[src/rtl/itab_pkg.sv]
package itab_pkg;

  // host register map
  localparam logic [7:0] A_SCR0   = 8'h76;
  localparam logic [7:0] A_CTL    = 8'h79;
  localparam logic [7:0] A_IDX_LO = 8'h7A;
  localparam logic [7:0] A_DHI    = 8'h7B;
  localparam logic [7:0] A_DLO0   = 8'h7C;

  localparam int CTL_DIR_BIT = 4;

  typedef enum logic [1:0] {
    TBL_STATIC = 2'd0,
    TBL_VLAN   = 2'd1,
    TBL_DYN    = 2'd2,
    TBL_MIB    = 2'd3
  } tbl_e;

  // tables whose reads are slow enough to be polled
  function automatic logic f_polled(input logic [1:0] sel);
    return (sel == TBL_DYN) || (sel == TBL_MIB);
  endfunction

  // lowest payload bit of the byte at data window offset k
  function automatic int f_lane_lsb(input int k, input int nbytes);
    return 8 * (nbytes - 1 - k);
  endfunction

endpackage

[src/rtl/itab_regfile.sv]
module itab_regfile
  import itab_pkg::*;
#(
  parameter int PAY_W = 67,
  parameter int N_SCR = 3
) (
  input  logic                    clk,
  input  logic                    rst_n,
  input  logic                    we,
  input  logic [7:0]              addr,
  input  logic [7:0]              wdata,
  input  logic                    lo_wr_ok,
  input  logic                    load_en,
  input  logic [PAY_W-1:0]        load_pay,
  output logic [N_SCR-1:0][7:0]   scr_o,
  output logic [7:0]              ctl_o,
  output logic [7:0]              idx_lo_o,
  output logic [PAY_W-1:0]        data_o
);
  localparam int LO_BYTES = (PAY_W - 1) / 8;
  localparam int HI_W     = PAY_W - 8 * LO_BYTES;

  logic [N_SCR-1:0][7:0] scr_q;
  logic [7:0]            ctl_q;
  logic [7:0]            idx_lo_q;
  logic [PAY_W-1:0]      data_q;

  always_ff @(posedge clk or negedge rst_n) begin
    if (!rst_n) begin
      scr_q <= '0;
    end else if (we) begin
      for (int s = 0; s < N_SCR; s++) begin
        if (addr == A_SCR0 + 8'(s)) scr_q[s] <= wdata;
      end
    end
  end

  always_ff @(posedge clk or negedge rst_n) begin
    if (!rst_n) begin
      ctl_q    <= '0;
      idx_lo_q <= '0;
    end else begin
      if (we && addr == A_CTL) ctl_q <= wdata;
      if (lo_wr_ok)            idx_lo_q <= wdata;
    end
  end

  // table read data takes priority over a host byte write in the same cycle
  always_ff @(posedge clk or negedge rst_n) begin
    if (!rst_n) begin
      data_q <= '0;
    end else if (load_en) begin
      data_q <= load_pay;
    end else if (we) begin
      if (addr == A_DHI) data_q[PAY_W-1 -: HI_W] <= wdata[HI_W-1:0];
      for (int k = 0; k < LO_BYTES; k++) begin
        if (addr == A_DLO0 + 8'(k))
          data_q[f_lane_lsb(k, LO_BYTES) +: 8] <= wdata;
      end
    end
  end

  assign scr_o    = scr_q;
  assign ctl_o    = ctl_q;
  assign idx_lo_o = idx_lo_q;
  assign data_o   = data_q;
endmodule

[src/rtl/itab_seq.sv]
module itab_seq
  import itab_pkg::*;
#(
  parameter int PAY_W = 67,
  parameter int IDX_W = 10
) (
  input  logic              clk,
  input  logic              rst_n,
  input  logic              lo_wr,
  input  logic [4:0]        ctl_lo,
  input  logic [7:0]        wdata,
  input  logic [PAY_W-1:0]  data_i,
  input  logic              ack,
  input  logic [PAY_W-1:0]  rpay,
  output logic              req_o,
  output logic              dir_rd_o,
  output logic [1:0]        sel_o,
  output logic [IDX_W-1:0]  idx_o,
  output logic [PAY_W-1:0]  pay_o,
  output logic              busy_o,
  output logic              launch_o,
  output logic              load_en_o,
  output logic [PAY_W-1:0]  load_pay_o
);
  localparam int HI_IDX = IDX_W - 8;

  logic              req_q, dir_q, busy_q;
  logic [1:0]        sel_q;
  logic [IDX_W-1:0]  idx_q;
  logic [PAY_W-1:0]  pay_q;
  logic              launch, done;

  assign launch = lo_wr && !req_q;
  assign done   = req_q && ack;

  always_ff @(posedge clk or negedge rst_n) begin
    if (!rst_n) begin
      req_q  <= 1'b0;
      dir_q  <= 1'b0;
      busy_q <= 1'b0;
      sel_q  <= '0;
      idx_q  <= '0;
      pay_q  <= '0;
    end else if (launch) begin
      req_q  <= 1'b1;
      dir_q  <= ctl_lo[CTL_DIR_BIT];
      sel_q  <= ctl_lo[3:2];
      idx_q  <= {ctl_lo[HI_IDX-1:0], wdata};
      pay_q  <= data_i;
      busy_q <= ctl_lo[CTL_DIR_BIT] && f_polled(ctl_lo[3:2]);
    end else if (done) begin
      req_q  <= 1'b0;
      busy_q <= 1'b0;
    end
  end

  assign req_o      = req_q;
  assign dir_rd_o   = dir_q;
  assign sel_o      = sel_q;
  assign idx_o      = idx_q;
  assign pay_o      = pay_q;
  assign busy_o     = busy_q;
  assign launch_o   = launch;
  assign load_en_o  = done && dir_q;
  assign load_pay_o = rpay;
endmodule

[src/rtl/itab_rdmux.sv]
module itab_rdmux
  import itab_pkg::*;
#(
  parameter int PAY_W = 67,
  parameter int N_SCR = 3
) (
  input  logic                   re,
  input  logic [7:0]             addr,
  input  logic [N_SCR-1:0][7:0]  scr,
  input  logic [7:0]             ctl,
  input  logic [7:0]             idx_lo,
  input  logic [PAY_W-1:0]       data,
  input  logic                   busy,
  output logic [7:0]             rdata
);
  localparam int LO_BYTES = (PAY_W - 1) / 8;
  localparam int HI_W     = PAY_W - 8 * LO_BYTES;

  always_comb begin
    rdata = '0;
    if (re) begin
      for (int s = 0; s < N_SCR; s++) begin
        if (addr == A_SCR0 + 8'(s)) rdata = scr[s];
      end
      if (addr == A_CTL)    rdata = ctl;
      if (addr == A_IDX_LO) rdata = idx_lo;
      if (addr == A_DHI)    rdata = {busy, {(7-HI_W){1'b0}}, data[PAY_W-1 -: HI_W]};
      for (int k = 0; k < LO_BYTES; k++) begin
        if (addr == A_DLO0 + 8'(k)) rdata = data[f_lane_lsb(k, LO_BYTES) +: 8];
      end
    end
  end
endmodule

[src/rtl/itab_host_ctl.sv]
module itab_host_ctl
  import itab_pkg::*;
#(
  parameter int PAY_W = 67,
  parameter int IDX_W = 10,
  parameter int N_SCR = 3
) (
  input  logic              clk,
  input  logic              rst_n,
  input  logic [7:0]        hb_addr,
  input  logic [7:0]        hb_wdata,
  input  logic              hb_we,
  input  logic              hb_re,
  output logic [7:0]        hb_rdata,
  output logic              tb_req,
  output logic              tb_dir_rd,
  output logic [1:0]        tb_sel,
  output logic [IDX_W-1:0]  tb_idx,
  output logic [PAY_W-1:0]  tb_wpay,
  input  logic              tb_ack,
  input  logic [PAY_W-1:0]  tb_rpay
);
  logic                  lo_wr_w;
  logic                  launch_w;
  logic                  busy_w;
  logic                  load_en_w;
  logic [PAY_W-1:0]      load_pay_w;
  logic [N_SCR-1:0][7:0] scr_w;
  logic [7:0]            ctl_w;
  logic [7:0]            idx_lo_w;
  logic [PAY_W-1:0]      data_w;

  assign lo_wr_w = hb_we && (hb_addr == A_IDX_LO);

  itab_regfile #(.PAY_W(PAY_W), .N_SCR(N_SCR)) u_regs (
    .clk      (clk),
    .rst_n    (rst_n),
    .we       (hb_we),
    .addr     (hb_addr),
    .wdata    (hb_wdata),
    .lo_wr_ok (launch_w),
    .load_en  (load_en_w),
    .load_pay (load_pay_w),
    .scr_o    (scr_w),
    .ctl_o    (ctl_w),
    .idx_lo_o (idx_lo_w),
    .data_o   (data_w)
  );

  itab_seq #(.PAY_W(PAY_W), .IDX_W(IDX_W)) u_seq (
    .clk        (clk),
    .rst_n      (rst_n),
    .lo_wr      (lo_wr_w),
    .ctl_lo     (ctl_w[4:0]),
    .wdata      (hb_wdata),
    .data_i     (data_w),
    .ack        (tb_ack),
    .rpay       (tb_rpay),
    .req_o      (tb_req),
    .dir_rd_o   (tb_dir_rd),
    .sel_o      (tb_sel),
    .idx_o      (tb_idx),
    .pay_o      (tb_wpay),
    .busy_o     (busy_w),
    .launch_o   (launch_w),
    .load_en_o  (load_en_w),
    .load_pay_o (load_pay_w)
  );

  itab_rdmux #(.PAY_W(PAY_W), .N_SCR(N_SCR)) u_rd (
    .re     (hb_re),
    .addr   (hb_addr),
    .scr    (scr_w),
    .ctl    (ctl_w),
    .idx_lo (idx_lo_w),
    .data   (data_w),
    .busy   (busy_w),
    .rdata  (hb_rdata)
  );
endmodule

[config.mk]
export PLATFORM = sky130hd
export DESIGN_NAME = itab_host_ctl
export DESIGN_NICKNAME = d
export VERILOG_FILES = /design/src/rtl/itab_pkg.sv /design/src/rtl/itab_regfile.sv /design/src/rtl/itab_seq.sv /design/src/rtl/itab_rdmux.sv /design/src/rtl/itab_host_ctl.sv
export SDC_FILE = /design/constraint.sdc
export NUM_CORES = 1
export LEC_CHECK = 0
export BUFFER_PORTS_ARGS = -buffer_cell sky130_fd_sc_hd__buf_4
export CELL_PAD_IN_SITES_DETAIL_PLACEMENT = 1
export CELL_PAD_IN_SITES_GLOBAL_PLACEMENT = 2
export CORE_ASPECT_RATIO = 0.75
export CORE_MARGIN = 5
export CORE_UTILIZATION = 36
export DETAILED_ROUTE_END_ITERATION = 8
export PLACE_DENSITY = 0.86
export SKIP_CTS_REPAIR_TIMING = 1
export SLEW_MARGIN = 10
export SYNTH_ARGS = -nofsm -noshare
export SYNTH_HDL_FRONTEND = slang
export SYNTH_SLANG_ARGS = --single-unit
[constraint.sdc]
create_clock -name clk -period 1.7 [get_ports clk]
set_input_delay 0 -clock clk [delete_from_list [all_inputs] [get_ports clk]]
set_output_delay 0 -clock clk [all_outputs]
set_load 0.05 [all_outputs]
Yosys cells after proc, flatten, opt, wreduce, memory -nomap -nowiden

Index checks and enable logic that the tools add are counted.

Add/subtract/negate cells: 0
$mul: 0
Divide/modulo/power cells: 0
Magnitude comparators: 0
Equality and inequality tests: 16
Shift operators: 0
Mux-type cells: 29
Bitwise operators: 0
Reduce and logical (&&, ||, !) cells: 31

Operator list:

| operator                                                              | count |
|---|---|
| 8-bit two-way mux                                                     | 23 |
| 67-bit two-way mux                                                    | 2 |
| 8-bit by 7-bit equality test with 1-bit output, second input constant | 10 |
| 8-bit equality test, second input constant                            | 4 |
| 2-bit AND reduction                                                   | 12 |
| 2-bit nonzero test                                                    | 11 |
| 1-bit logical AND                                                     | 6 |
| 2-bit equality test, second input constant                            | 2 |
| 1-bit two-way mux                                                     | 3 |
| 3-bit two-way mux                                                     | 1 |
| 1-bit zero test                                                       | 1 |
| 1-bit logical OR                                                      | 1 |

Register bits after elaboration: 189
Bits in latches: 0
Bits in writable memories: 0
Bits in read-only memories: 0
Input port bits: 88
Output and inout bits: 89
Logic and storage cells: 96
Memories kept: 0

Logic depth before layout (Yosys ltp)

Gate-level depths: netlist (run 1).

Word-level depth: 16
Gate-level depth with buffers: 8
Gate-level depth less buffers: 5

Modules after synthesis

A second synthesis (run 1) with hierarchy kept.

Cell total of the unflattened synthesis: 963
Area total of the unflattened synthesis: 10517.6 um^2

By module, submodules not included:

| module        | times used | cells an instance | area each (um^2) | sequential area each (um^2) |
|---|---|---|---|---|
| itab_regfile  | 1          | 514               | 5482.8           | 2677.6 |
| itab_seq      | 1          | 246               | 3648.5           | 2052.0 |
| itab_rdmux    | 1          | 200               | 1355.0           | 0.0 |
| itab_host_ctl | 1          | 3                 | 31.3             | 0.0 |

Worst setup path before layout (run 1)

Ideal clock, no wire load.

Kind: register -> output
From: register u_regs.idx_lo_q[0], in the netlist u_regs.idx_lo_o[0]
To: output port hb_rdata[0]
Data arrival time: 2221 ps
Required time: 1700 ps
Slack: -521 ps
Stages on the path, launching flop included: 6
Path buffers: 0
Path through: dfrtp_1 -> nand2b_1 -> nand3_1 -> o2111a_1 -> nor3_1 -> a211oi_1

Word-level cells in the longest chain between the ends: 11

Ends and longest elaborated chain:

| item                           | RTL line            | source |
|---|---|---|
| start, declared                | itab_regfile.sv:25  | `logic [7:0] idx_lo_q;` |
| start signal, assigned         | itab_regfile.sv:44  | `if (lo_wr_ok) idx_lo_q <= wdata;` |
| 8-bit two-way mux              | itab_rdmux.sv:26    | `if (addr == A_IDX_LO) rdata = idx_lo;` |
| 8-bit two-way mux              | itab_rdmux.sv:27    | `if (addr == A_DHI) rdata = {busy, {(7-HI_W){1'b0}}, data[PAY_W-1 -: HI_W]};` |
| 8-bit two-way mux (8 in a row) | itab_rdmux.sv:29    | `if (addr == A_DLO0 + 8'(k)) rdata = data[f_lane_lsb(k, LO_BYTES) +: 8];` |
| 8-bit two-way mux              | itab_rdmux.sv:21    | `if (re) begin` |
| end, declared                  | itab_host_ctl.sv:14 | `output logic [7:0] hb_rdata,` |

No other way between the ends.

Worst setup path after layout (run 1)

From: register u_regs.data_q[34], in the netlist u_regs.data_o[34]
To: output port hb_rdata[2]

Word-level cells in the longest chain between the ends: 6

Ends and longest elaborated chain:

| item                            | RTL line           | source |
|---|---|---|
| start, declared                 | itab_regfile.sv:26 | `logic [PAY_W-1:0] data_q;` |
| start signal, assigned          | itab_regfile.sv:53 | `data_q <= load_pay;` |
| start signal, assigned by index | itab_regfile.sv:55 | `if (addr == A_DHI) data_q[PAY_W-1 -: HI_W] <= wdata[HI_W-1:0];` |
| start signal, assigned by index | itab_regfile.sv:58 | `data_q[f_lane_lsb(k, LO_BYTES) +: 8] <= wdata;` |
| 8-bit two-way mux (5 in a row)  | itab_rdmux.sv:29   |  |
| 8-bit two-way mux               | itab_rdmux.sv:21   |  |

No other way between the ends.

==> results.md, run 1 <==
- Headroom to the max-slew limit: 0.561
- X dimension of the die: 190 µm
- Worst-path fanout max: 3
- Period utilisation layout: 1.26
- Number of remaining DRC errors: 0
- Syn avg cell area: 11.5 µm²
- Violated checks: negative hold slack, negative setup slack
- Top cell family by delay on the critical path: compound AO/OA/AOI/OAI gates
- H-tree levels: 4
- Critical path class: reg -> out
- Mapped cell area: 8770 µm²
- Power Density: 767 nW/µm²
- Synth Warn #: 0
- Grt peak-use layer: met2
- Min cycle time layout: 2.14 ns
- Worst path bufs/invs: 1
- Critical R2R Launch: u_seq.req_o
- CTS root buffer: clkbuf_16
- WHS: -0.00568 ns
- CP max stage delay: 0.51 ns
- Worst r2r dst: u_seq.pay_o[7]
- Most common cell after layout, fill and taps aside: buf_4
- Slew Limit Fails: 0
- CTS clk-pin slew, worst paths: 0.08 ns
- TritonRoute pass-1 iters: 5
- Final hold vios: 2
- Fill count: 2,544
- Num CTS Buffers: 17
- Die ar.: 27,600 µm²
- WHS Path Cells: 3
- Area of the multi-input gates: 4110 µm²
- Synth area leader: dfrtp_1
- Worst setup margin: -0.441 ns
- Async SR Flop Fraction: 1.00
- Total design power: 9700 µW
- DR WL/cell: 23.7 µm
- Final ANT Viol Nets: 0
- Top post-synthesis cells by area: dfrtp_1, mux2_2, mux2i_1
- Result of the run: finished, violations left
- GRT Total Usage: 0.229
- Largest net degree at the start of global routing: 58
- First-pass GRT wire length: 48,500 µm
- Critical-path top delay cell: mux4_2
- Area delta synth->final: 44.1%
- Post-synth top area share: 0.516
- Hpwl dp: 23,800 µm
- Sequential fraction of the synthesis area: 0.516
- Cell Rows: 49
- Crit path DAT: 2.14 ns
- Layout cells sized above 1: 0.435
- Endpoints failing setup: 8
- Startpoint Class: flop
- Met2 Resource Use GR: 0.366
- Initial Utilization: 0.366
- Final WL: 33,400 µm
- I/O pins: 177
- Mapped Nets: 854
- Peak supply drop: 699 µV
- WHS Endpoint: u_regs.data_o[12]
- Met1 GRT Util: 0.326
- Fmax: 0.467 GHz
- Clock skew: 0.0191 ns
- Met3 Usage GRT: 0.0471
- CTS tree: yes
- Clk sink count: 181
- Cell Chain, Critical Path: mux4_2, a32oi_2, o21ai_1, o211a_1, buf_6
- Post-synthesis register bit count: 181
- Core Box Area: 24,000 µm²
- Worst-Skew Late Latency: 0.45 ns
- Worst-margin pin slew: 0.658 ns
- Hold Path Origin: hb_wdata[4]
- Leakage: 0.00614 µW
- Vias post-DR: 7,495
- Sequential cell area: 4540 µm²
- Max-Cap Viols: 0
- Number of global-route vias before repair: 7,741
- Mapped Cells: 766
- Initial antenna violation count: 1
- Required @ worst endpoint: 1.70 ns
- EDFF count, synth: 0
- Critical Path Sink Type: output port
- RSZ-0062 raised after global routing: true
- Overflow after GRT: 0
- Vias per inst: 5.31
- Buffers on Ports: 176
- TNS Setup: -1.51 ns
- Initial drt markers: 419
- R2r setup slk: 0.13 ns
- Clock Tree Buf Depth: 2
- R2R cell count: 3
- Routability Congestion: 0.890
- Synth unique cells: 64
- HP Class: in -> reg
- Die Y-Extent: 145 µm
- Main synth FF type: dfrtp_1
- Most frequent cells in the layout: buf_4, dfrtp_1, mux2_2
- Final nets: 1,155
- Pre-CTS setup slack: -0.0860 ns
where the power goes:
part	total (µW)	internal, µW	leakage [µW]	switching, µW
Combinational	1160	547	0.00336	608
Clock	3970	1970	0.000280	2000
Sequential	4570	4440	0.00250	131
cell type report:
class | instances | share of cell area
Multi-Input combinational cell | 526 | 0.325
Clock buffer | 17 | 0.0337
Tap cell | 331 | 0.0328
Antenna cell | 1 | 0.000198
Sequential cell | 181 | 0.359
Inverter | 4 | 0.00119
Clock inverter | 14 | 0.0125
Timing Repair Buffer | 337 | 0.236
cell usage after synthesis (3+ instances only):
master	n
inv_1	4
o21ai_1	10
nor2_1	22
clkbuf_1	22
o22ai_1	5
nand3_2	4
mux2i_1	66
dfrtp_1	181
o211ai_1	3
a211oi_1	5
buf_4	6
nand2b_1	9
a21o_1	3
a31oi_1	6
o221ai_1	3
mux4_2	4
nand3_1	11
o21ai_0	67
and2_1	9
o32ai_1	3
a21oi_1	37
nor2_2	3
o21a_1	3
buf_2	16
nand2_1	87
mux2_2	114
nor2b_1	8
buf_6	8
tightest hold or removal path: cells and delay by family:
family / cells / cell delay, ns
compound gates: 1 / 0.08
buf+inv: 1 / 0.19
mux: 1 / 0.13
per-stage QoR:
step | util | hold WS, ns | cells | cell area [µm²]
3_5_place_dp | 0.462 | 0.0142 | 1297 | 11100
3_3_place_gp | 0.462 | 0.0138 | 1297 | 11100
2_1_floorplan | - | -0.296 | 766 | 8820
6_report | 0.527 | -0.00568 | 1411 | 12600
4_1_cts | 0.486 | -0.455 | 1328 | 11700
5_1_grt | 0.527 | -0.000774 | 1411 | 12600
how the worst max path moves through the flow:
| stage | start | to | slack [ns] | cells after the start |
|---|---|---|---|---|
| floorplan | u_regs.idx_lo_o[0] | hb_rdata[0] | -0.05 | 5 |
| global placement | hb_addr[7] | hb_rdata[3] | -0.06 | 9 |
| detailed placement | hb_addr[7] | hb_rdata[3] | -0.09 | 9 |
| CTS | u_regs.idx_lo_o[5] | hb_rdata[5] | -0.48 | 6 |
| global route | u_regs.data_o[34] | hb_rdata[2] | -0.50 | 5 |
| finish | u_regs.data_o[34] | hb_rdata[2] | -0.44 | 5 |
metal layers:
layer | wire [µm] | share of wire
met2 | 16100 | 0.48
met3 | 1610 | 0.048
met5 | 0 | 0
met4 | 639 | 0.019
met1 | 15100 | 0.45
sequential cells by signal, summed over array words and instances (netlist names):
name / cells
u_regs.data_o: 67
u_seq.pay_o: 67
u_regs.scr_o: 24
u_regs.ctl_o: 8
u_regs.idx_lo_o: 7
u_seq.idx_o: 3
u_seq.sel_o: 2
u_seq.busy_o: 1
u_seq.dir_rd_o: 1
u_seq.req_o: 1
logic make-up (layout without fill, tap and decap cells):
family / count (synthesis) / count (layout) / share of synthesized area
AOI/OAI and AO/OA: 164 / 164 / 0.110
buffers and inverters: 59 / 372 / 0.0382
DFF: 181 / 181 / 0.516
muxes: 184 / 184 / 0.232
other: 0 / 1 / 0
and+or+nand+nor: 178 / 178 / 0.103
Note: power is estimated with default switching activity, not from simulation.
==> run 2, diff against run 1 <==
--- a/config.mk
+++ b/config.mk
@@ -8,7 +8,7 @@
 export BUFFER_PORTS_ARGS = -buffer_cell sky130_fd_sc_hd__buf_4
 export CELL_PAD_IN_SITES_DETAIL_PLACEMENT = 1
 export CELL_PAD_IN_SITES_GLOBAL_PLACEMENT = 2
-export CORE_ASPECT_RATIO = 0.75
+export CORE_ASPECT_RATIO = 1.75
 export CORE_MARGIN = 5
 export CORE_UTILIZATION = 36
 export DETAILED_ROUTE_END_ITERATION = 8
==> results.md, run 2 (synthesis results as in run 1) <==
- Worst-Skew Late Latency: 0.45 ns (about the same)
- Min cycle time layout: 2.08 ns (-0.0566 ns)
- Final WL: 33,000 µm (-1.1%)
- Startpoint Class: flop
- Endpoints failing setup: 8 (unchanged)
- Worst setup margin: -0.384 ns (+0.0566 ns)
- H-tree levels: 4 (unchanged)
- Peak supply drop: 672 µV (-3.9%)
- Headroom to the max-slew limit: 0.690 (+0.129)
- Most frequent cells in the layout: buf_4, dfrtp_1, mux2_2
- CP max stage delay: 0.51 ns (about the same)
- Util after Layout: 0.520 (-0.00738)
- HP Class: in -> reg
- Cell Chain, Critical Path: mux4_2, a32oi_2, o21ai_1, o211a_1, buf_6
- Cell Rows: 75 (+53%)
- Most common cell after layout, fill and taps aside: buf_4
- TritonRoute pass-1 iters: 4 (-1)
- Clock skew: 0.00844 ns (-0.0106 ns)
- Die ar.: 27,700 µm² (+0.33%)
- Top cell family by delay on the critical path: compound AO/OA/AOI/OAI gates
- Vias per inst: 5.40 (+1.6%)
- CTS clk-pin slew, worst paths: 0.07 ns (about the same)
- Period utilisation layout: 1.23 (-0.0333)
- Layout cells sized above 1: 0.419 (-0.0160)
- Total design power: 9920 µW (+2.3%)
- Initial antenna violation count: 1 (unchanged)
- Fill count: 2,563 (+0.75%)
- Placed Cells: 1,266 (-2.4%)
- Result of the run: finished, violations left
- Worst-margin pin slew: 0.465 ns (-0.193 ns)
- CTS root buffer: clkbuf_16
- Hpwl dp: 23,500 µm (-1.4%)
- Final nets: 1,146 (-0.78%)
- Crit path DAT: 2.08 ns (-0.06 ns)
- Initial Utilization: 0.365 (-0.000781)
- Overflow after GRT: 0 (unchanged)
- Largest net degree at the start of global routing: 59 (+1.7%)
- GRT Total Usage: 0.227 (-0.00200)
- First-pass GRT wire length: 47,200 µm (-2.5%)
- Filler-free cell count of the finished design: 1,379 (-2.3%)
- DR WL/cell: 24.0 µm (+1.2%)
- Leakage: 0.00610 µW (-0.58%)
- Critical-path top delay cell: mux4_2
- Num CTS Buffers: 17 (unchanged)
- Critical Path Sink Type: output port
- Required @ worst endpoint: 1.70 ns (about the same)
- Worst path bufs/invs: 1 (unchanged)
- Clock Tree Buf Depth: 2 (unchanged)
- Critical path class: reg -> out
- Initial drt markers: 330 (-21%)
- Final ANT Viol Nets: 0 (unchanged)
- Max-Cap Viols: 0 (unchanged)
- CTS tree: yes
- RSZ-0062 raised after global routing: true
- Vias post-DR: 7,443 (-0.69%)
- Power Density: 795 nW/µm² (+3.6%)
- Die Y-Extent: 216 µm (+49%)
- I/O pins: 177 (unchanged)
- Routability Congestion: 0.883 (-0.75%)
- Worst-path fanout max: 3 (unchanged)
- Final hold vios: 0 (-2)
- Clk sink count: 181 (unchanged)
- Buffers on Ports: 176 (unchanged)
- X dimension of the die: 128 µm (-33%)
- Number of global-route vias before repair: 7,758 (+0.22%)
- Number of remaining DRC errors: 0 (unchanged)
- Fmax: 0.480 GHz (+2.7%)
- Violated checks: negative setup slack
- Area delta synth->final: 42.4%
- Core Box Area: 24,000 µm² (+0.21%)
- Slew Limit Fails: 0 (unchanged)
==> run 2: cell types whose count changed in the layout (fill, tap and decap cells not counted), moves of 3 or more <==
cell       previous run  this run
buf_12               19        16
buf_4               238       231
bufinv_16             0         4
clkinv_2              0         4
clkinv_8              3         0
inv_8                 6         1
==> run 2: routing by layer <==
metal  routed length [µm]  part of all wire  track usage  vias up
met5                    0                 0            0        -
met4                 1490             0.045        0.102        0
li1                     -                 -            -     3339
met3                 1170             0.035       0.0330       72
met2                17800              0.54        0.402      219
met1                12600              0.38        0.269     3813
==> run 2: path summary, 6_finish.rpt <==
check | endpoint | slack (ns) | from | cells past startpoint
setup / recovery | hb_rdata[2] | -0.38 | u_regs.data_o[34] | 5
hold / removal | u_regs.data_o[5] | 0.01 | hb_wdata[5] | 3
setup reg to reg | u_seq.pay_o[3] | 0.09 | u_seq.req_o | 3
hold reg to reg | u_regs.ctl_o[7] | 0.51 | u_regs.ctl_o[7] | 1
max in group asynchronous | u_regs.data_o[8] | 0.96 | rst_n | 3
min in group asynchronous | u_seq.sel_o[1] | 0.05 | rst_n | 2
==> run 2: final cells by class <==
| type | count | area, µm² | area share |
|---|---|---|---|
| Sequential cell | 181 | 4530 | 0.363 |
| Antenna cell | 1 | 2.50 | 0.000200 |
| Clock inverter | 12 | 176 | 0.0141 |
| Tap cell | 308 | 385 | 0.0309 |
| Inverter | 4 | 15.0 | 0.00120 |
| Timing Repair Buffer | 328 | 2880 | 0.230 |
| Multi-Input combinational cell | 526 | 4070 | 0.326 |
| Clock buffer | 19 | 433 | 0.0347 |
==> run 2: power breakdown <==
group / internal, µW / switching (µW) / leakage [µW]
combinational: 530 / 594 / 0.00330
clock: 2460 / 1760 / 0.000299
sequential: 4440 / 133 / 0.00250
total: 7430 / 2490 / 0.00610
==> run 2: worst min-delay path, cell delays in order <==
cell and delay [ns]:
buf_4 0.19, mux2i_1 0.14, o21ai_0 0.08
==> run 2: through the flow <==
stage / hold slack (ns) / TNS, ns / area [µm²] / setup WS [ns]
after floorplan: -0.296 / -0.0468 / 8820 / -0.0468
after global placement: -0.0414 / -1.27 / 11000 / -0.0764
after detailed placement: -0.0355 / -3.79 / 11000 / -0.118
after CTS: -0.529 / -2.94 / 11600 / -0.512
after global routing: 0.000795 / -1.94 / 12500 / -0.433
final: 0.0136 / -1.52 / 12500 / -0.384
==> run 3, diff against run 2 <==
--- a/config.mk
+++ b/config.mk
@@ -10,11 +10,12 @@
 export CELL_PAD_IN_SITES_GLOBAL_PLACEMENT = 2
 export CORE_ASPECT_RATIO = 1.75
 export CORE_MARGIN = 5
-export CORE_UTILIZATION = 36
+export CORE_UTILIZATION = 37
 export DETAILED_ROUTE_END_ITERATION = 8
-export PLACE_DENSITY = 0.86
+export PLACE_DENSITY = 0.87
 export SKIP_CTS_REPAIR_TIMING = 1
 export SLEW_MARGIN = 10
 export SYNTH_ARGS = -nofsm -noshare
 export SYNTH_HDL_FRONTEND = slang
+export SYNTH_HIERARCHICAL = 1
 export SYNTH_SLANG_ARGS = --single-unit
==> constraint.sdc (replaced) <==
create_clock -name clk -period 2.15 [get_ports clk]
set_input_delay 0 -clock clk [delete_from_list [all_inputs] [get_ports clk]]
set_output_delay 0 -clock clk [all_outputs]
set_load 0.05 [all_outputs]
==> results.md, run 3 <==
- Buffers on Ports: 176 (unchanged)
- Most common cell after layout, fill and taps aside: buf_4
- Most frequent cell after synthesis: dfrtp_1
- Top post-synthesis cells by area: dfrtp_1, mux2_2, buf_4
- Post-synthesis mux area share: 0.164 (-0.0684)
- Post-synth top area share: 0.450 (-0.0667)
- Sequential fraction of the synthesis area: 0.450 (-0.0667)
- Critical path class: reg -> out
- Hpwl dp: 26,700 µm (+14%)
- Headroom to the max-slew limit: 0.489 (-0.201)
- Leakage: 0.00592 µW (-3.0%)
- Mapped cell area: 10,500 µm² (+20%)
- Die Y-Extent: 233 µm (+7.6%)
- Async SR Flop Fraction: 1.00 (unchanged)
- Synth Warn #: 6 (+6)
- Main synth FF type: dfrtp_1
- Slew Limit Fails: 0 (unchanged)
- Synth area leader: dfrtp_1
- Initial drt markers: 661 (+100%)
- Syn avg cell area: 10.9 µm² (-4.6%)
- Number of global-route vias before repair: 8,916 (+15%)
- Cell Rows: 81 (+8.0%)
- Largest net degree at the start of global routing: 66 (+12%)
- DR WL/cell: 25.9 µm (+8.2%)
- Synth unique cells: 68 (+6.3%)
- Final nets: 1,191 (+3.9%)
- Final hold vios: 0 (unchanged)
- Core Box Area: 28,000 µm² (+16%)
- I/O pins: 177 (unchanged)
- X dimension of the die: 137 µm (+7.4%)
- TritonRoute pass-1 iters: 5 (+1)
- RSZ-0062 raised after global routing: false
- Crit path DAT: 2.07 ns (about the same)
- Mapped Nets: 1,051 (+23%)
- Power Density: 616 nW/µm² (-22%)
- Largest family of logic cells by synthesized area: compound AO/OA/AOI/OAI gates
- CTS clk-pin slew, worst paths: 0.08 ns (about the same)
- Num CTS Buffers: 17 (unchanged)
- HP Class: in -> reg
- Simple-gate share of the synthesized area: 0.107 (+0.00407)
- Most frequent cells in the layout: buf_4, dfrtp_1, mux2_2
- Critical-path top delay cell: a221o_1
- Number of remaining DRC errors: 0 (unchanged)
- Filler-free cell count of the finished design: 1,491 (+8.1%)
- GRT Total Usage: 0.234 (+0.00684)
- Initial antenna violation count: 2 (+1)
- Adder-cell area share of the yosys netlist: 0 (unchanged)
- Post-synthesis register bit count: 189 (+4.4%)
- Initial Utilization: 0.376 (+0.0109)
- Worst-margin pin slew: 0.767 ns (+0.302 ns)
- CTS tree: yes
- Cell Chain, Critical Path: nand2b_1, a2bb2oi_2, o22ai_1, a221o_1, a31oi_4, buf_6
- Vias per inst: 5.79 (+7.4%)
- Result of the run: complete, no violations
- CTS root buffer: clkbuf_16
- Die ar.: 32,000 µm² (+16%)
- Top cell family by delay on the critical path: compound AO/OA/AOI/OAI gates
- Worst path bufs/invs: 1 (unchanged)
- Max-Cap Viols: 0 (unchanged)
- Area delta synth->final: 24.0%
- Util after Layout: 0.466 (-0.0535)
- Critical Path Sink Type: output port
- Startpoint Class: flop
- Top cells by count, synth: dfrtp_1, mux2_2, a21oi_1, nor2b_1, buf_4
- Period utilisation layout: 0.962
- EDFF count, synth: 0 (unchanged)
- Clk sink count: 189 (+4.4%)
- Mapped Cells: 963 (+26%)
- Pre-CTS setup slack: 0.193 ns (+0.311 ns)
- CP max stage delay: 0.42 ns (-0.09 ns)
- Clock skew: 0.00912 ns (+0.000682 ns)
- Worst-path fanout max: 4 (+1)
- First-pass GRT wire length: 55,900 µm (+18%)
- Final ANT Viol Nets: 0 (unchanged)
- H-tree levels: 4 (unchanged)
- Overflow after GRT: 0 (unchanged)
- Worst setup margin: 0.0815 ns (+0.466 ns)
- Min cycle time layout: 2.07 ns
- Synth Area in XOR/XNOR: 0 (unchanged)
- Required @ worst endpoint: 2.15 ns (+0.45 ns)
- Fmax: 0.483 GHz
- Final WL: 38,600 µm (+17%)
- Placed Cells: 1,386 (+9.5%)
- Endpoints failing setup: 0 (-8)
- R2r setup slk: 0.32 ns (+0.23 ns)
- Routability Congestion: 0.937 (+6.1%)
- Clock Tree Buf Depth: 2 (unchanged)
- Vias post-DR: 8,639 (+16%)
- Synth Area in Compound Gates: 0.183 (+0.0728)
- Worst-Skew Late Latency: 0.46 ns (about the same)
- Layout cells sized above 1: 0.351 (-0.0674)
- Peak supply drop: 394 µV (-41%)
-- run 3: changes by cell type in the layout (fill, tap and decap cells not counted), moves of 10 or more --
| cell | before | now |
|---|---|---|
| o31ai_1 | 1 | 69 |
| nor2b_1 | 6 | 72 |
| buf_4 | 231 | 204 |
| o21ai_0 | 61 | 15 |
| a21oi_1 | 35 | 83 |
| mux2_2 | 114 | 100 |
| mux2_4 | 0 | 19 |
| a31oi_1 | 2 | 21 |
| a41oi_1 | 0 | 50 |
| mux2i_1 | 66 | 23 |
| o21ai_1 | 14 | 4 |
| dfrtp_1 | 177 | 189 |
| nor3_1 | 1 | 11 |
| nand2_1 | 85 | 17 |
-- run 3: per-layer routing --
layer  up-vias  GRT usage  share of wire
li1       3806          -              -
met1      4455      0.278           0.38
met4         0     0.0993          0.036
met3        61     0.0322          0.042
met2       317      0.416           0.54
met5         -          0              0
-- run 3: logic make-up after synthesis --
family                 count (synthesis)
AOI/OAI and AO/OA                    281
DFF                                  189
and+or+nand+nor                      178
buffers and inverters                168
muxes                                147
-- run 3: metrics by stage --
stage          area (µm²)  total power [µW]  hold slack [ns]  TNS [ns]
3_3_place_gp        11700              4660           0.0381         0
6_report            13000              8030           0.0252         0
4_1_cts             12300              7970           -0.452    -0.141
2_1_floorplan       10500              4290           -0.296         0
5_1_grt             13000              8320           0.0116         0
3_5_place_dp        11700              4680           0.0441         0
-- run 3: layout make-up --
cell class,count,area (µm²)
Timing Repair Buffer,284,2410
Multi-Input combinational cell,606,4810
Clock buffer,19,453
Sequential cell,189,4730
Fill cell,3018,14900
Tap cell,373,467
Inverter,5,21.3
Antenna cell,2,5.00
Clock inverter,13,154
-- run 3: worst paths after layout --
| path | to | cells after the start | from |
|---|---|---|---|
| min in group asynchronous | u_seq/pay_o[34] | 2 | rst_n |
| setup / recovery | hb_rdata[3] | 6 | u_regs/ctl_o[3] |
| max in group asynchronous | u_regs/scr_o[5] | 3 | rst_n |
| setup reg to reg | u_regs/data_o[38] | 4 | u_seq/req_o |
| hold / removal | u_seq/idx_o[4] | 2 | hb_wdata[4] |
| hold reg to reg | u_regs/scr_o[17] | 1 | u_regs/scr_o[17] |
-- run 3: power breakdown --
| group | switching, µW | leakage [µW] | internal (µW) |
|---|---|---|---|
| clock network | 1510 | 0.000292 | 1800 |
| logic | 556 | 0.00301 | 393 |
| registers | 117 | 0.00262 | 3660 |
